## src/rtl/bcg_pkg.sv

```systemverilog
package bcg_pkg;
  typedef enum logic [1:0] {
    CMD_ACT = 2'd0,
    CMD_RD  = 2'd1,
    CMD_WR  = 2'd2,
    CMD_PRE = 2'd3
  } cmd_e;

  typedef enum logic [1:0] {
    BK_IDLE,
    BK_OPEN,
    BK_AUTOPRE,
    BK_CLOSING
  } bank_st_e;
endpackage

```

## src/rtl/bcg_bank.sv

```systemverilog
module bcg_bank
  import bcg_pkg::*;
#(
  parameter int GW = 8
) (
  input  logic          clk,
  input  logic          rst_n,
  input  logic          act_i,
  input  logic          rd_i,
  input  logic          wr_i,
  input  logic          pre_i,
  input  logic          ap_i,
  input  logic [GW-1:0] rcd_ld,
  input  logic [GW-1:0] ras_ld,
  input  logic [GW-1:0] rdpre_ld,
  input  logic [GW-1:0] wrpre_ld,
  input  logic [GW-1:0] rp_ld,
  output logic          can_act,
  output logic          can_col,
  output logic          can_pre
);
  bank_st_e      st_q;
  logic [GW-1:0] rcd_q, hold_q, rp_q;
  logic [GW-1:0] hold_dn, col_ld;

  function automatic logic [GW-1:0] dn(input logic [GW-1:0] v);
    return (v == '0) ? '0 : v - 1'b1;
  endfunction

  assign hold_dn = dn(hold_q);
  assign col_ld  = rd_i ? rdpre_ld : wrpre_ld;

  always_ff @(posedge clk) begin
    if (!rst_n) begin
      st_q   <= BK_IDLE;
      rcd_q  <= '0;
      hold_q <= '0;
      rp_q   <= '0;
    end else begin
      rcd_q  <= dn(rcd_q);
      hold_q <= hold_dn;
      rp_q   <= dn(rp_q);
      unique case (st_q)
        BK_IDLE: begin
          if (act_i) begin
            st_q   <= BK_OPEN;
            rcd_q  <= rcd_ld;
            hold_q <= ras_ld;
          end
        end
        BK_OPEN: begin
          if (rd_i || wr_i) begin
            hold_q <= (col_ld > hold_dn) ? col_ld : hold_dn;
            if (ap_i) st_q <= BK_AUTOPRE;
          end else if (pre_i) begin
            st_q <= BK_CLOSING;
            rp_q <= rp_ld;
          end
        end
        BK_AUTOPRE: begin
          if (hold_q == '0) begin
            st_q <= BK_CLOSING;
            rp_q <= rp_ld;
          end
        end
        BK_CLOSING: begin
          if (act_i) begin
            st_q   <= BK_OPEN;
            rcd_q  <= rcd_ld;
            hold_q <= ras_ld;
          end else if (rp_q == '0) begin
            st_q <= BK_IDLE;
          end
        end
        default: st_q <= BK_IDLE;
      endcase
    end
  end

  assign can_act = (st_q == BK_IDLE) || ((st_q == BK_CLOSING) && (rp_q == '0));
  assign can_col = (st_q == BK_OPEN) && (rcd_q == '0);
  assign can_pre = (st_q == BK_IDLE) || ((st_q == BK_OPEN) && (hold_q == '0));
endmodule

```

## src/rtl/bcg_shared.sv

```systemverilog
module bcg_shared #(
  parameter int TW      = 6,
  parameter int GW      = 8,
  parameter int ACT_WIN = 4
) (
  input  logic          clk,
  input  logic          rst_n,
  input  logic          act_i,
  input  logic          rd_i,
  input  logic          wr_i,
  input  logic [TW-1:0] rrd_ld,
  input  logic [TW-1:0] faw_ld,
  input  logic [GW-1:0] rd2wr_ld,
  input  logic [GW-1:0] wr2rd_ld,
  output logic          act_ok,
  output logic          rd_ok,
  output logic          wr_ok
);
  logic [TW-1:0]      rrd_q;
  logic [GW-1:0]      rd2wr_q, wr2rd_q;
  logic               ccd_q;
  logic [ACT_WIN-1:0] busy, slot_sel;

  always_comb begin
    slot_sel = '0;
    for (int i = 0; i < ACT_WIN; i++) begin
      if (!busy[i] && (slot_sel == '0)) slot_sel[i] = 1'b1;
    end
  end

  for (genvar i = 0; i < ACT_WIN; i++) begin : g_win
    logic [TW-1:0] win_q;
    assign busy[i] = (win_q != '0);
    always_ff @(posedge clk) begin
      if (!rst_n)                    win_q <= '0;
      else if (act_i && slot_sel[i]) win_q <= faw_ld;
      else if (win_q != '0)          win_q <= win_q - 1'b1;
    end
  end

  always_ff @(posedge clk) begin
    if (!rst_n) begin
      rrd_q   <= '0;
      rd2wr_q <= '0;
      wr2rd_q <= '0;
      ccd_q   <= 1'b0;
    end else begin
      ccd_q <= rd_i || wr_i;
      if (act_i)              rrd_q <= rrd_ld;
      else if (rrd_q != '0)   rrd_q <= rrd_q - 1'b1;
      if (rd_i)               rd2wr_q <= rd2wr_ld;
      else if (rd2wr_q != '0) rd2wr_q <= rd2wr_q - 1'b1;
      if (wr_i)               wr2rd_q <= wr2rd_ld;
      else if (wr2rd_q != '0) wr2rd_q <= wr2rd_q - 1'b1;
    end
  end

  assign act_ok = (rrd_q == '0) && (busy != '1);
  assign rd_ok  = !ccd_q && (wr2rd_q == '0);
  assign wr_ok  = !ccd_q && (rd2wr_q == '0);
endmodule

```

## src/rtl/bcg_due.sv

```systemverilog
module bcg_due #(
  parameter int LW = 4,
  parameter int LD = 16
) (
  input  logic          clk,
  input  logic          rst_n,
  input  logic          rd_i,
  input  logic          wr_i,
  input  logic [LW-1:0] rl,
  input  logic [LW-1:0] wl,
  output logic          rd_due,
  output logic          wr_due
);
  logic [LD-1:0] rd_pipe, wr_pipe;

  always_ff @(posedge clk) begin
    if (!rst_n) begin
      rd_pipe <= '0;
      wr_pipe <= '0;
    end else begin
      rd_pipe <= (rd_pipe >> 1) | (rd_i ? (LD'(1) << (rl - 1'b1)) : '0);
      wr_pipe <= (wr_pipe >> 1) | (wr_i ? (LD'(1) << (wl - 1'b1)) : '0);
    end
  end

  assign rd_due = rd_pipe[0];
  assign wr_due = wr_pipe[0];
endmodule

```

## src/rtl/bank_cmd_gate.sv

```systemverilog
module bank_cmd_gate
  import bcg_pkg::*;
#(
  parameter int NB   = 4,
  parameter int TW   = 6,
  parameter int CFGW = 3,
  parameter int BW   = $clog2(NB)
) (
  input  logic            clk,
  input  logic            rst_n,
  input  logic [CFGW-1:0] cfg_cl,
  input  logic [CFGW-1:0] cfg_al,
  input  logic            cfg_bl8,
  input  logic [TW-1:0]   cfg_wr,
  input  logic [TW-1:0]   t_rcd,
  input  logic [TW-1:0]   t_ras,
  input  logic [TW-1:0]   t_rp,
  input  logic [TW-1:0]   t_rtp,
  input  logic [TW-1:0]   t_wtr,
  input  logic [TW-1:0]   t_rrd,
  input  logic [TW-1:0]   t_faw,
  input  logic            cmd_valid,
  input  logic [1:0]      cmd_kind,
  input  logic [BW-1:0]   cmd_bank,
  input  logic            cmd_ap,
  output logic            cmd_ready,
  output logic [NB-1:0]   allow_act,
  output logic [NB-1:0]   allow_rd,
  output logic [NB-1:0]   allow_wr,
  output logic [NB-1:0]   allow_pre,
  output logic            rd_due,
  output logic            wr_due
);
  localparam int GW = TW + 2;
  localparam int LW = CFGW + 1;
  localparam int LD = 2 ** LW;

  function automatic logic [GW-1:0] m1(input logic [GW-1:0] v);
    return (v == '0) ? '0 : v - 1'b1;
  endfunction

  logic [LW-1:0] rl, wl;
  logic [GW-1:0] half, rtp_eff, rdpre_gap, wrpre_gap, wr2rd_gap, rd2wr_gap;
  logic [GW-1:0] rcd_ld, ras_ld, rp_ld, rrd_w, faw_w;
  logic          iss, iss_act, iss_rd, iss_wr, iss_pre;
  logic [NB-1:0] bk_act, bk_col, bk_pre;
  logic          g_act, g_rd, g_wr;

  assign rl        = LW'(cfg_al) + LW'(cfg_cl);
  assign wl        = rl - 1'b1;
  assign half      = cfg_bl8 ? GW'(4) : GW'(2);
  assign rtp_eff   = (t_rtp < TW'(2)) ? GW'(2) : GW'(t_rtp);
  assign rdpre_gap = GW'(cfg_al) + half - GW'(2) + rtp_eff;
  assign wrpre_gap = GW'(wl) + half + GW'(cfg_wr);
  assign wr2rd_gap = GW'(wl) + half + GW'(t_wtr);
  assign rd2wr_gap = half + GW'(2);
  assign rcd_ld    = m1(GW'(t_rcd));
  assign ras_ld    = m1(GW'(t_ras));
  assign rp_ld     = m1(GW'(t_rp));
  assign rrd_w     = m1(GW'(t_rrd));
  assign faw_w     = m1(GW'(t_faw));

  always_comb begin
    unique case (cmd_e'(cmd_kind))
      CMD_ACT: cmd_ready = allow_act[cmd_bank];
      CMD_RD:  cmd_ready = allow_rd[cmd_bank];
      CMD_WR:  cmd_ready = allow_wr[cmd_bank];
      default: cmd_ready = allow_pre[cmd_bank];
    endcase
  end

  assign iss     = cmd_valid && cmd_ready;
  assign iss_act = iss && (cmd_e'(cmd_kind) == CMD_ACT);
  assign iss_rd  = iss && (cmd_e'(cmd_kind) == CMD_RD);
  assign iss_wr  = iss && (cmd_e'(cmd_kind) == CMD_WR);
  assign iss_pre = iss && (cmd_e'(cmd_kind) == CMD_PRE);

  for (genvar b = 0; b < NB; b++) begin : g_bank
    logic hit;
    assign hit = (cmd_bank == BW'(b));
    bcg_bank #(.GW(GW)) u_bank (
      .clk      (clk),
      .rst_n    (rst_n),
      .act_i    (iss_act && hit),
      .rd_i     (iss_rd && hit),
      .wr_i     (iss_wr && hit),
      .pre_i    (iss_pre && hit),
      .ap_i     (cmd_ap),
      .rcd_ld   (rcd_ld),
      .ras_ld   (ras_ld),
      .rdpre_ld (m1(rdpre_gap)),
      .wrpre_ld (m1(wrpre_gap)),
      .rp_ld    (rp_ld),
      .can_act  (bk_act[b]),
      .can_col  (bk_col[b]),
      .can_pre  (bk_pre[b])
    );
    assign allow_act[b] = bk_act[b] && g_act;
    assign allow_rd[b]  = bk_col[b] && g_rd;
    assign allow_wr[b]  = bk_col[b] && g_wr;
    assign allow_pre[b] = bk_pre[b];
  end

  bcg_shared #(.TW(TW), .GW(GW), .ACT_WIN(4)) u_shared (
    .clk      (clk),
    .rst_n    (rst_n),
    .act_i    (iss_act),
    .rd_i     (iss_rd),
    .wr_i     (iss_wr),
    .rrd_ld   (rrd_w[TW-1:0]),
    .faw_ld   (faw_w[TW-1:0]),
    .rd2wr_ld (m1(rd2wr_gap)),
    .wr2rd_ld (m1(wr2rd_gap)),
    .act_ok   (g_act),
    .rd_ok    (g_rd),
    .wr_ok    (g_wr)
  );

  bcg_due #(.LW(LW), .LD(LD)) u_due (
    .clk    (clk),
    .rst_n  (rst_n),
    .rd_i   (iss_rd),
    .wr_i   (iss_wr),
    .rl     (rl),
    .wl     (wl),
    .rd_due (rd_due),
    .wr_due (wr_due)
  );
endmodule

```

## config.mk

```make
export PLATFORM = sky130hd
export DESIGN_NAME = bank_cmd_gate
export DESIGN_NICKNAME = d
export VERILOG_FILES = /design/src/rtl/bcg_pkg.sv /design/src/rtl/bcg_bank.sv /design/src/rtl/bcg_shared.sv /design/src/rtl/bcg_due.sv /design/src/rtl/bank_cmd_gate.sv
export SDC_FILE = /design/constraint.sdc
export NUM_CORES = 1
export LEC_CHECK = 0
export ABC_AREA = 1
export BUFFER_PORTS_ARGS = -buffer_cell sky130_fd_sc_hd__buf_4
export CAP_MARGIN = 20
export CORE_UTILIZATION = 35
export CTS_CLUSTER_SIZE = 20
export DETAILED_ROUTE_END_ITERATION = 16
export GPL_ROUTABILITY_DRIVEN = 0
export PLACE_DENSITY_LB_ADDON = 0.25
export RECOVER_POWER = 25
export SLEW_MARGIN = 10
export SYNTH_ARGS = -nofsm -noshare
export SYNTH_HDL_FRONTEND = slang
export SYNTH_SLANG_ARGS = --single-unit
```

## constraint.sdc

```tcl
create_clock -name clk -period 8.7 [get_ports clk]
set_input_delay 2.61 -clock clk [delete_from_list [all_inputs] [get_ports clk]]
set_output_delay 2.61 -clock clk [all_outputs]
set_load 0.1 [all_outputs]
```

Word level (Yosys, flattened, before mapping). Index checks and enable logic that the tools add are counted.

$add $sub $neg: 38. Reduce and logical (&&, ||, !) cells: 126. Mux-type cells: 125. Magnitude comparators: 6. Bitwise operators: 2. Equality and inequality tests: 39. Shift operators: 2.

Operator list (count): $mux 8 (59); $logic_not 8->1 (18); $pmux 8 s2 (8); $sub 8x1->8 const B (16); $mux 6 (13); $logic_and 1x1->1 (55); $mux 2 (25); $sub 6x1->6 const B (7); $logic_not 6->1 (6); $gt 8x8->1 (4); $mux 16 (2); $or 15x16->16 (2); $pmux 2 s4 (4); $shl 1x4->16 const A (2); $reduce_bool 6->1 (5); $eq 2x2->1 const B (12); $ne 3x1->1 const B (8); $sub 6x1->7 const B (3); $reduce_and 5->1 (4); $ne 2x1->1 const B (8); $reduce_bool 8->1 (2); $logic_not 2->1 (7); $reduce_bool 2->1 (7); $logic_or 1x1->1 (13); other kinds (22) (48).

Register bits after elaboration: 183. Input bits: 63.

Longest topological paths before layout. Gate-level depths: netlist (run 1).

Word-level depth: 15. Depth in mapped cells: 33.

By module. A second synthesis (run 1) with hierarchy kept.

Cell total of the unflattened synthesis: 2468. Area, all modules: 15592.5 sq um.

By module, submodules not included: bcg_bank (instances 4, area an instance 2172.1 sq um, cells each 343, sequential area each 520.5 sq um); bcg_shared (instances 1, area an instance 2862.7 sq um, cells each 393, sequential area each 940.9 sq um); bank_cmd_gate (instances 1, area an instance 2715.1 sq um, cells each 527, sequential area each 0.0 sq um); bcg_due (instances 1, area an instance 1326.3 sq um, cells each 176, sequential area each 640.6 sq um).

Least setup slack after synthesis (run 1). OpenSTA, ideal clock, no wires.

Path type: in2reg. Start: in cfg_al[1]. End: reg g_bank[3].u_bank.hold_q[0]. Cell stages on the path: 33. Required time: 8.581 ns. Setup slack: 1.351 ns. Arrival time: 7.230 ns. Path through: inv_1 ha_1 inv_1 ha_1 fa_1 inv_1 fa_1 inv_1 ha_1 a21oi_1 nand2_1 a21oi_1 o21ai_0 xor2_1 nand2_1 nor2_1 nand2_1 nand2_1 o21ai_0 nand2_1 inv_1 ha_1 inv_1 nor2_1 nor2_1 o21ai_0 nand3_1 a21oi_1 nand3_4 inv_2 nand2_1 nand3_1 a21oi_1.

Word-level cells in the longest chain between the ends: 11. Elaborated cells between the ends (all ways): 18.

RTL lines: from (decl) (line bank_cmd_gate.sv:12) `input logic [CFGW-1:0] cfg_al,`; $add 3x3->4 (line bank_cmd_gate.sv:49) `assign rl = LW'(cfg_al) + LW'(cfg_cl);`; $sub 4x1->4 (line bank_cmd_gate.sv:50) `assign wl = rl - 1'b1;`; $add 4x3->5 (line bank_cmd_gate.sv:54) `assign wrpre_gap = GW'(wl) + half + GW'(cfg_wr);`; $add 8x6->8 (line bank_cmd_gate.sv:54); $sub 8x1->8 / $logic_not 8->1 (equally long branches) (line bank_cmd_gate.sv:39) `return (v == '0) ? '0 : v - 1'b1;`; $mux 8 (line bank_cmd_gate.sv:39); $mux 8 (*) (line bcg_bank.sv:31) `assign col_ld = rd_i ? rdpre_ld : wrpre_ld;`; $gt 8x8->1 (line bcg_bank.sv:53) `hold_q <= (col_ld > hold_dn) ? col_ld : hold_dn;`; $mux 8 (*) (line bcg_bank.sv:53); $mux 8 (*) (line bcg_bank.sv:52) `if (rd_i || wr_i) begin`; $pmux 8 s2 (*) (line bcg_bank.sv:43) `unique case (st_q)`; to (signal assigned) (line bcg_bank.sv:41) `hold_q <= hold_dn;`; to (signal assigned) (line bcg_bank.sv:48) `hold_q <= ras_ld;`; to (signal assigned) (line bcg_bank.sv:53); to (decl) (line bcg_bank.sv:23) `logic [GW-1:0] rcd_q, hold_q, rp_q;`.

Every way passes the cells marked *; elsewhere a longest branch is shown, timed or not. A chain may end at the register's enable or synchronous reset.

Worst setup path after layout (run 1).
Start: in cfg_al[1]. End: reg g_bank[0].u_bank.hold_q[1].

Word-level cells in the longest chain between the ends: 11. Elaborated cells between the ends (all ways): 18.

RTL lines (line): $add 3x3->4 (bank_cmd_gate.sv:49); $sub 4x1->4 (bank_cmd_gate.sv:50); $add 4x3->5 (bank_cmd_gate.sv:54); $add 8x6->8 (bank_cmd_gate.sv:54); $sub 8x1->8 / $logic_not 8->1 (equally long branches) (bank_cmd_gate.sv:39); $mux 8 (bank_cmd_gate.sv:39); $mux 8 (*) (bcg_bank.sv:31); $gt 8x8->1 (bcg_bank.sv:53); $mux 8 (*) (bcg_bank.sv:53); $mux 8 (*) (bcg_bank.sv:52); $pmux 8 s2 (*) (bcg_bank.sv:43); to (signal assigned) (bcg_bank.sv:41); to (signal assigned) (bcg_bank.sv:48); to (signal assigned) (bcg_bank.sv:53); to (decl) (bcg_bank.sv:23).

Marks and branches as above.

==> results.json, run 1 <==
{
  "status": "complete, no violations",
  "ctsResizeCount": 0,
  "finalSetupTns_ns": 0,
  "die_y_um": 213.5,
  "fmax_mhz": 127.2,
  "grt.total_usage_pct": 20.14,
  "p_total_mw": 6.276,
  "grtUsageMet2_pct": 34.01,
  "finalCriticalPeriod_ns": 7.860,
  "dr.pass1.iters": 6,
  "cpPeakStageDelay_ns": 0.60,
  "portBuffers": 81,
  "r2r_start": "g_bank[3].u_bank.st_q[1]$_SDFFE_PN0P_",
  "hold_buffers": 0,
  "worst_path_max_delay_cell": "fa_1",
  "critPathKind": "in2reg",
  "finalSetupViolations": 0,
  "clk_latency_ns": 0.46,
  "htreeDepth": 4,
  "totalWireLength_um": 45710,
  "final_nets": 2800,
  "grt_max_degree": 70,
  "fin_util_pct": 39.19,
  "required_ns": 9.04,
  "finish.instance_area_um2": 17290,
  "synth_seq_cells": 183,
  "finalHoldViolCount": 0,
  "drt-wirelength-per-cell_um": 14.21,
  "cts_setup_buffers": 0,
  "synthCells": 2563,
  "mappedNetlistNets": 2752,
  "r2r-end": "g_bank[0].u_bank.hold_q[1]$_SDFF_PN0_",
  "synth-edff-count": 0,
  "cts_tree": "done",
  "drive_gt1_share_pct": 7.165,
  "clkSinkCount": 183,
  "antenna_found_initial": 0,
  "maxCapViolations": 0,
  "num_antenna_cells": 0,
  "place_hpwl_um": 35680,
  "coreArea_um2": 44120,
  "finalHoldWorstSlack_ns": 0.4407,
  "start_util_pct": 35.48,
  "detail-route-antenna-nets": 0,
  "cts_buffers": 17,
  "rsz0062_at_grt": "false",
  "worst_pin_slew_ns": 1.193,
  "power.density_nw_per_um2": 363.0,
  "dr_total_vias": 16093,
  "min-delay-start": "u_due.rd_pipe[9]$_SDFF_PN0_",
  "crit_path_start_kind": "input port",
  "grt_pass1_vias": 14876,
  "cp_max_fo": 9,
  "grt_overflow": 0,
  "vias_per_cell": 5.004,
  "fin_crit_sh_pct": 90.35,
  "fp.dieW_um": 213.5,
  "peakVddDrop_v": 0.0001654,
  "cts_root_buf": "clkbuf_16",
  "skew_ns": 0.01523,
  "yosys.cell_types.count": 55,
  "rows": 77,
  "hold_end": "u_due.rd_pipe[8]$_SDFF_PN0_",
  "drc": 0,
  "top_usage_layer": "met2",
  "hold_depth": 2,
  "drt_iter0_markers": 1082,
  "grtUsageMet3_pct": 2.958,
  "clk_transition_reported_paths_ns": 0.07,
  "cts_buffer_depth": 2,
  "async_flop_share_pct": 0,
  "finalMaxSlewViolations": 0,
  "endpoint_kind": "flop",
  "synth_warnings": 0,
  "grt_pass1_wl_um": 73800,
  "syn-cell-area_um2": 15660,
  "die_area_um2": 45590,
  "use_met1_pct": 26.74,
  "r2r_cells": 25,
  "min_path_type": "reg2reg",
  "ys_seq_area_share_pct": 23.40,
  "dpl_cell_area_um2": 16810,
  "boundaryPins": 82,
  "leakagePower_nw": 8.605,
  "avgSynthCellArea_um2": 6.109,
  "synth-main-ff-cell": "dfxtp_1",
  "slew_headroom_pct": 20.82,
  "area_growth_pct": 10.43,
  "worst_path_most_repeated_cell": "inv_1",
  "critPathArrivalTime_ns": 8.20,
  "ff2ff_setup_slack_ns": 3.08
}
## cells in the mapped netlist, types with 11 or more instances
cell	count	area [um2]
dfxtp_1	183	3664
nor2_1	324	1216
inv_2	12	45.04
xor2_1	50	437.9
or2_2	16	100.1
inv_1	408	1531
xnor2_1	23	201.4
nor2_2	26	162.7
a21oi_1	152	760.7
o21ai_0	157	785.8
nand3_1	179	895.9
clkbuf_1	42	157.7
a31oi_1	75	469.2
nand2_1	615	2308
a211oi_1	11	82.58
nor3_1	35	175.2
ha_1	121	1514
nand4_1	15	93.84
o211ai_1	13	97.59
## layout by cell type (no fill, tap or decap), drive strengths merged, types with 2 or more instances in the layout
| cell type | Yosys | layout |
|---|---|---|
| nor3 | 40 | 40 |
| xor2 | 50 | 50 |
| clkbuf | 43 | 30 |
| o21bai | 2 | 2 |
| o31ai | 3 | 3 |
| nor2 | 358 | 358 |
| a32oi | 2 | 2 |
| and3 | 2 | 2 |
| nor4 | 6 | 6 |
| nand3 | 188 | 188 |
| nand2 | 624 | 624 |
| or2 | 16 | 16 |
| fa | 5 | 5 |
| ha | 121 | 121 |
| o22ai | 4 | 4 |
| dfxtp | 183 | 183 |
| a21boi | 4 | 4 |
| nand4 | 18 | 18 |
| a211oi | 11 | 11 |
| clkinv | 7 | 13 |
| nand3b | 5 | 5 |
| a31oi | 75 | 75 |
| clkinvlp | 0 | 3 |
| inv | 421 | 422 |
| o211ai | 13 | 13 |
| a21oi | 152 | 152 |
| o21ai | 160 | 160 |
| buf | 20 | 81 |
| xnor2 | 23 | 23 |
| bufinv | 0 | 3 |
## worst max path at each step
stage / slack [ns] / endpoint / start
after detailed placement: 0.46 / g_bank[0].u_bank.hold_q[1]$_SDFF_PN0_ / cfg_al[1]
final: 0.84 / g_bank[0].u_bank.hold_q[1]$_SDFF_PN0_ / cfg_al[1]
after floorplan: 1.35 / g_bank[3].u_bank.hold_q[0]$_SDFF_PN0_ / cfg_al[1]
after global placement: 0.65 / g_bank[0].u_bank.hold_q[5]$_SDFF_PN0_ / cfg_al[1]
after global routing: 0.42 / g_bank[3].u_bank.hold_q[2]$_SDFF_PN0_ / cfg_al[1]
after CTS: 0.89 / g_bank[0].u_bank.hold_q[1]$_SDFF_PN0_ / cfg_al[1]
## metrics by stage
| stage | setup slack (ns) | instances |
|---|---|---|
| finish | 0.8395 | 3216 |
| global route | 0.4190 | 3216 |
| CTS | 0.8926 | 3216 |
| detailed placement | 0.4551 | 3184 |
| global placement | 0.6538 | 3184 |
| floorplan | 1.351 | 2563 |
## worst max-delay path: cells and delay by family
family / cells / cell delay, ns
adders and majority gates: 6 / 1.97
and+or+nand+nor: 8 / 1.12
buffers and inverters: 7 / 0.81
xor gates and xnor gates: 2 / 0.56
AOI/OAI and AO/OA: 6 / 1.12
## where the power goes
group,internal [mW],switching (mW)
registers,1.10,0.180
clock network,0.457,0.371
logic,1.43,2.74
total,2.99,3.29
## logic make-up (layout without fill, tap and decap cells)
kind of cell             after synthesis  after routing  share of synthesized area [%]
AO/OA/AOI/OAI                        431            431                          15.08
flip-flops                           183            183                          23.40
buffers and inverters                491            552                          12.08
adder cells (fa/ha/maj)              126            126                          10.31
AND/OR/NAND/NOR                     1259           1259                          35.05
XOR/XNOR                              73             73                          4.083
## layout make-up
| class | count | area (um2) |
|---|---|---|
| repair buffers | 92 | 649.4 |
| clock buffers | 19 | 432.9 |
| inverters | 428 | 1608 |
| clock inverters | 13 | 170.2 |
| fillers | 4817 | 26830 |
| flip-flops and latches | 183 | 3664 |
| multi-input cells | 1889 | 10030 |
| well taps | 592 | 740.7 |
## sequential cells by signal, summed over array words and instances (netlist names)
name / count
u_shared.rrd_q: 6
u_shared.wr2rd_q: 8
g_bank.u_bank.rp_q: 32
u_shared.ccd_q: 1
u_shared.rd2wr_q: 8
g_bank.u_bank.st_q: 8
g_bank.u_bank.rcd_q: 32
u_due.wr_pipe: 16
u_shared.g_win.win_q: 24
g_bank.u_bank.hold_q: 32
u_due.rd_pipe: 16
## routing by layer
| metal | part of all wire (%) | vias up |
|---|---|---|
| li1 | - | 8288 |
| met1 | 47 | 7359 |
| met2 | 46 | 397 |
| met3 | 5.2 | 49 |
| met4 | 1.5 | 0 |
| met5 | 0 | - |
(Power assumes the default switching activity.)
==> run 2: changes to the inputs <==
==> constraint.sdc (replaced) <==
create_clock -name clk -period 8.7 [get_ports clk]
set_input_delay 0.435 -clock clk [delete_from_list [all_inputs] [get_ports clk]]
set_output_delay 0.435 -clock clk [all_outputs]
set_load 0.1 [all_outputs]
==> results.json, run 2 (synthesis gave the netlist of run 1 again) <==
{
  "leakagePower_nw": 8.525,
  "required_ns": 9.06,
  "slew_headroom_pct": -27.75,
  "grt.total_usage_pct": 20.31,
  "r2r_cells": 26,
  "detail-route-antenna-nets": 0,
  "drc": 0,
  "cp_max_fo": 31,
  "antenna_found_initial": 0,
  "drt_iter0_markers": 1157,
  "clk_transition_reported_paths_ns": 0.08,
  "worst_pin_slew_ns": 1.902,
  "final_nets": 2797,
  "drt-wirelength-per-cell_um": 14.33,
  "skew_ns": 0.01829,
  "maxCapViolations": 1,
  "worst_path_max_delay_cell": "nand4_1",
  "critPathKind": "reg2reg",
  "clk_latency_ns": 0.48,
  "cpPeakStageDelay_ns": 0.65,
  "rsz0062_at_grt": "false",
  "hold_depth": 3,
  "grt_pass1_wl_um": 73930,
  "finalCriticalPeriod_ns": 5.876,
  "crit_path_start_kind": "flop",
  "critical_path_depth": 26,
  "cts_buffers": 17,
  "grtUsageMet3_pct": 3.002,
  "peakVddDrop_v": 0.0002071,
  "layout_commonest_cell": "nand2_1",
  "fin_util_pct": 38.94,
  "place_hpwl_um": 35570,
  "min_path_type": "in2reg",
  "final-seq-area_um2": 3664,
  "totalWireLength_um": 46020,
  "num_antenna_cells": 0,
  "top_usage_layer": "met2",
  "dpl_cell_area_um2": 16780,
  "dr.pass1.iters": 6,
  "boundaryPins": 82,
  "multi_input_area_um2": 9990,
  "use_met1_pct": 27.06,
  "finalSetupTns_ns": 0,
  "worst_path_most_repeated_cell": "nand2_1",
  "cts_buffer_depth": 2,
  "worst-path-buf-inv": 6,
  "p_total_mw": 6.240,
  "area_growth_pct": 9.725,
  "finish.instance_area_um2": 17180,
  "clkSinkCount": 183,
  "portBuffers": 81,
  "endpoint_kind": "flop",
  "htreeDepth": 4,
  "layout_common_cells": "nand2_1, inv_1, nor2_1",
  "rows": 77,
  "vias_per_cell": 5.001,
  "finalMaxSlewViolations": 18,
  "grt_max_degree": 76,
  "die_y_um": 213.5,
  "fillers": 4845,
  "coreArea_um2": 44120,
  "grt_pass1_vias": 14805,
  "fin_crit_sh_pct": 67.54,
  "setup_ws_ns": 2.824,
  "grt_overflow": 0,
  "die_area_um2": 45590,
  "largestRegisters": "g_bank.u_bank.hold_q (32), g_bank.u_bank.rcd_q (32), g_bank.u_bank.rp_q (32)",
  "pre_cts_ws_ns": 2.486,
  "fp.dieW_um": 213.5,
  "status": "finished with violations",
  "crit_family": "simple AND/OR/NAND/NOR gates",
  "fmax_mhz": 170.2,
  "cts_root_buf": "clkbuf_16",
  "dr_total_vias": 16063,
  "start_util_pct": 35.48,
  "finalHoldViolCount": 0,
  "finalSetupViolations": 0,
  "cts_tree": "done",
  "hold_buffers": 0,
  "critPathArrivalTime_ns": 6.23,
  "grtUsageMet2_pct": 33.99,
  "ctsResizeCount": 0,
  "drive_gt1_share_pct": 6.718,
  "violations": "capacitance limit, slew limit",
  "power.density_nw_per_um2": 363.2,
  "cts_setup_buffers": 0
}
-- run 2: cell count changes in the layout (fill, tap and decap cells not counted), sizes merged --
| cell | change |
|---|---|
| clkbuf | +6 |
| inv | +2 |
| clkinv | -3 |
| buf | -9 |
| bufinv | -1 |
| clkinvlp | +1 |
-- run 2: per-stage QoR --
step           instances  hold slack, ns
2_1_floorplan       2563          0.4130
3_3_place_gp        3180          0.4251
3_5_place_dp        3181          0.4276
4_1_cts             3212          0.2941
5_1_grt             3212          0.3066
6_report            3212          0.3019
-- run 2: power by group --
group / switching [mW] / internal, mW / total [mW] / leakage (nW)
clock: 0.379 / 0.427 / 0.805 / 0.271
combinational: 2.73 / 1.42 / 4.15 / 6.75
sequential: 0.180 / 1.10 / 1.28 / 1.51
total: 3.29 / 2.95 / 6.24 / 8.52
-- run 2: layout make-up --
cell class	instances	area share (%)
multi-input cells	1889	58.15
well taps	592	4.311
flip-flops and latches	183	21.32
repair buffers	89	3.503
clock buffers	19	2.520
clock inverters	12	0.8375
inverters	428	9.358
-- run 2: tightest hold or removal path, cell delays in order --
cell	delay [ns]
buf_4	0.18
nand2_1	0.09
nor2_1	0.03
-- run 2: worst paths after layout --
check,start,end,slack (ns)
min,rst_n,g_bank[1].u_bank.st_q[0]$_SDFFE_PN0P_,0.30
min reg2reg,u_due.wr_pipe[7]$_SDFF_PN0_,u_due.wr_pipe[6]$_SDFF_PN0_,0.45
max reg2reg,g_bank[3].u_bank.st_q[1]$_SDFFE_PN0P_,g_bank[0].u_bank.hold_q[1]$_SDFF_PN0_,2.82
max,g_bank[3].u_bank.st_q[1]$_SDFFE_PN0P_,g_bank[0].u_bank.hold_q[1]$_SDFF_PN0_,2.82
-- run 2: layer usage --
layer	wire length, um	vias to the layer above
met5	0	-
met4	681	0
met1	21400	7339
li1	-	8282
met2	21470	396
met3	2477	46
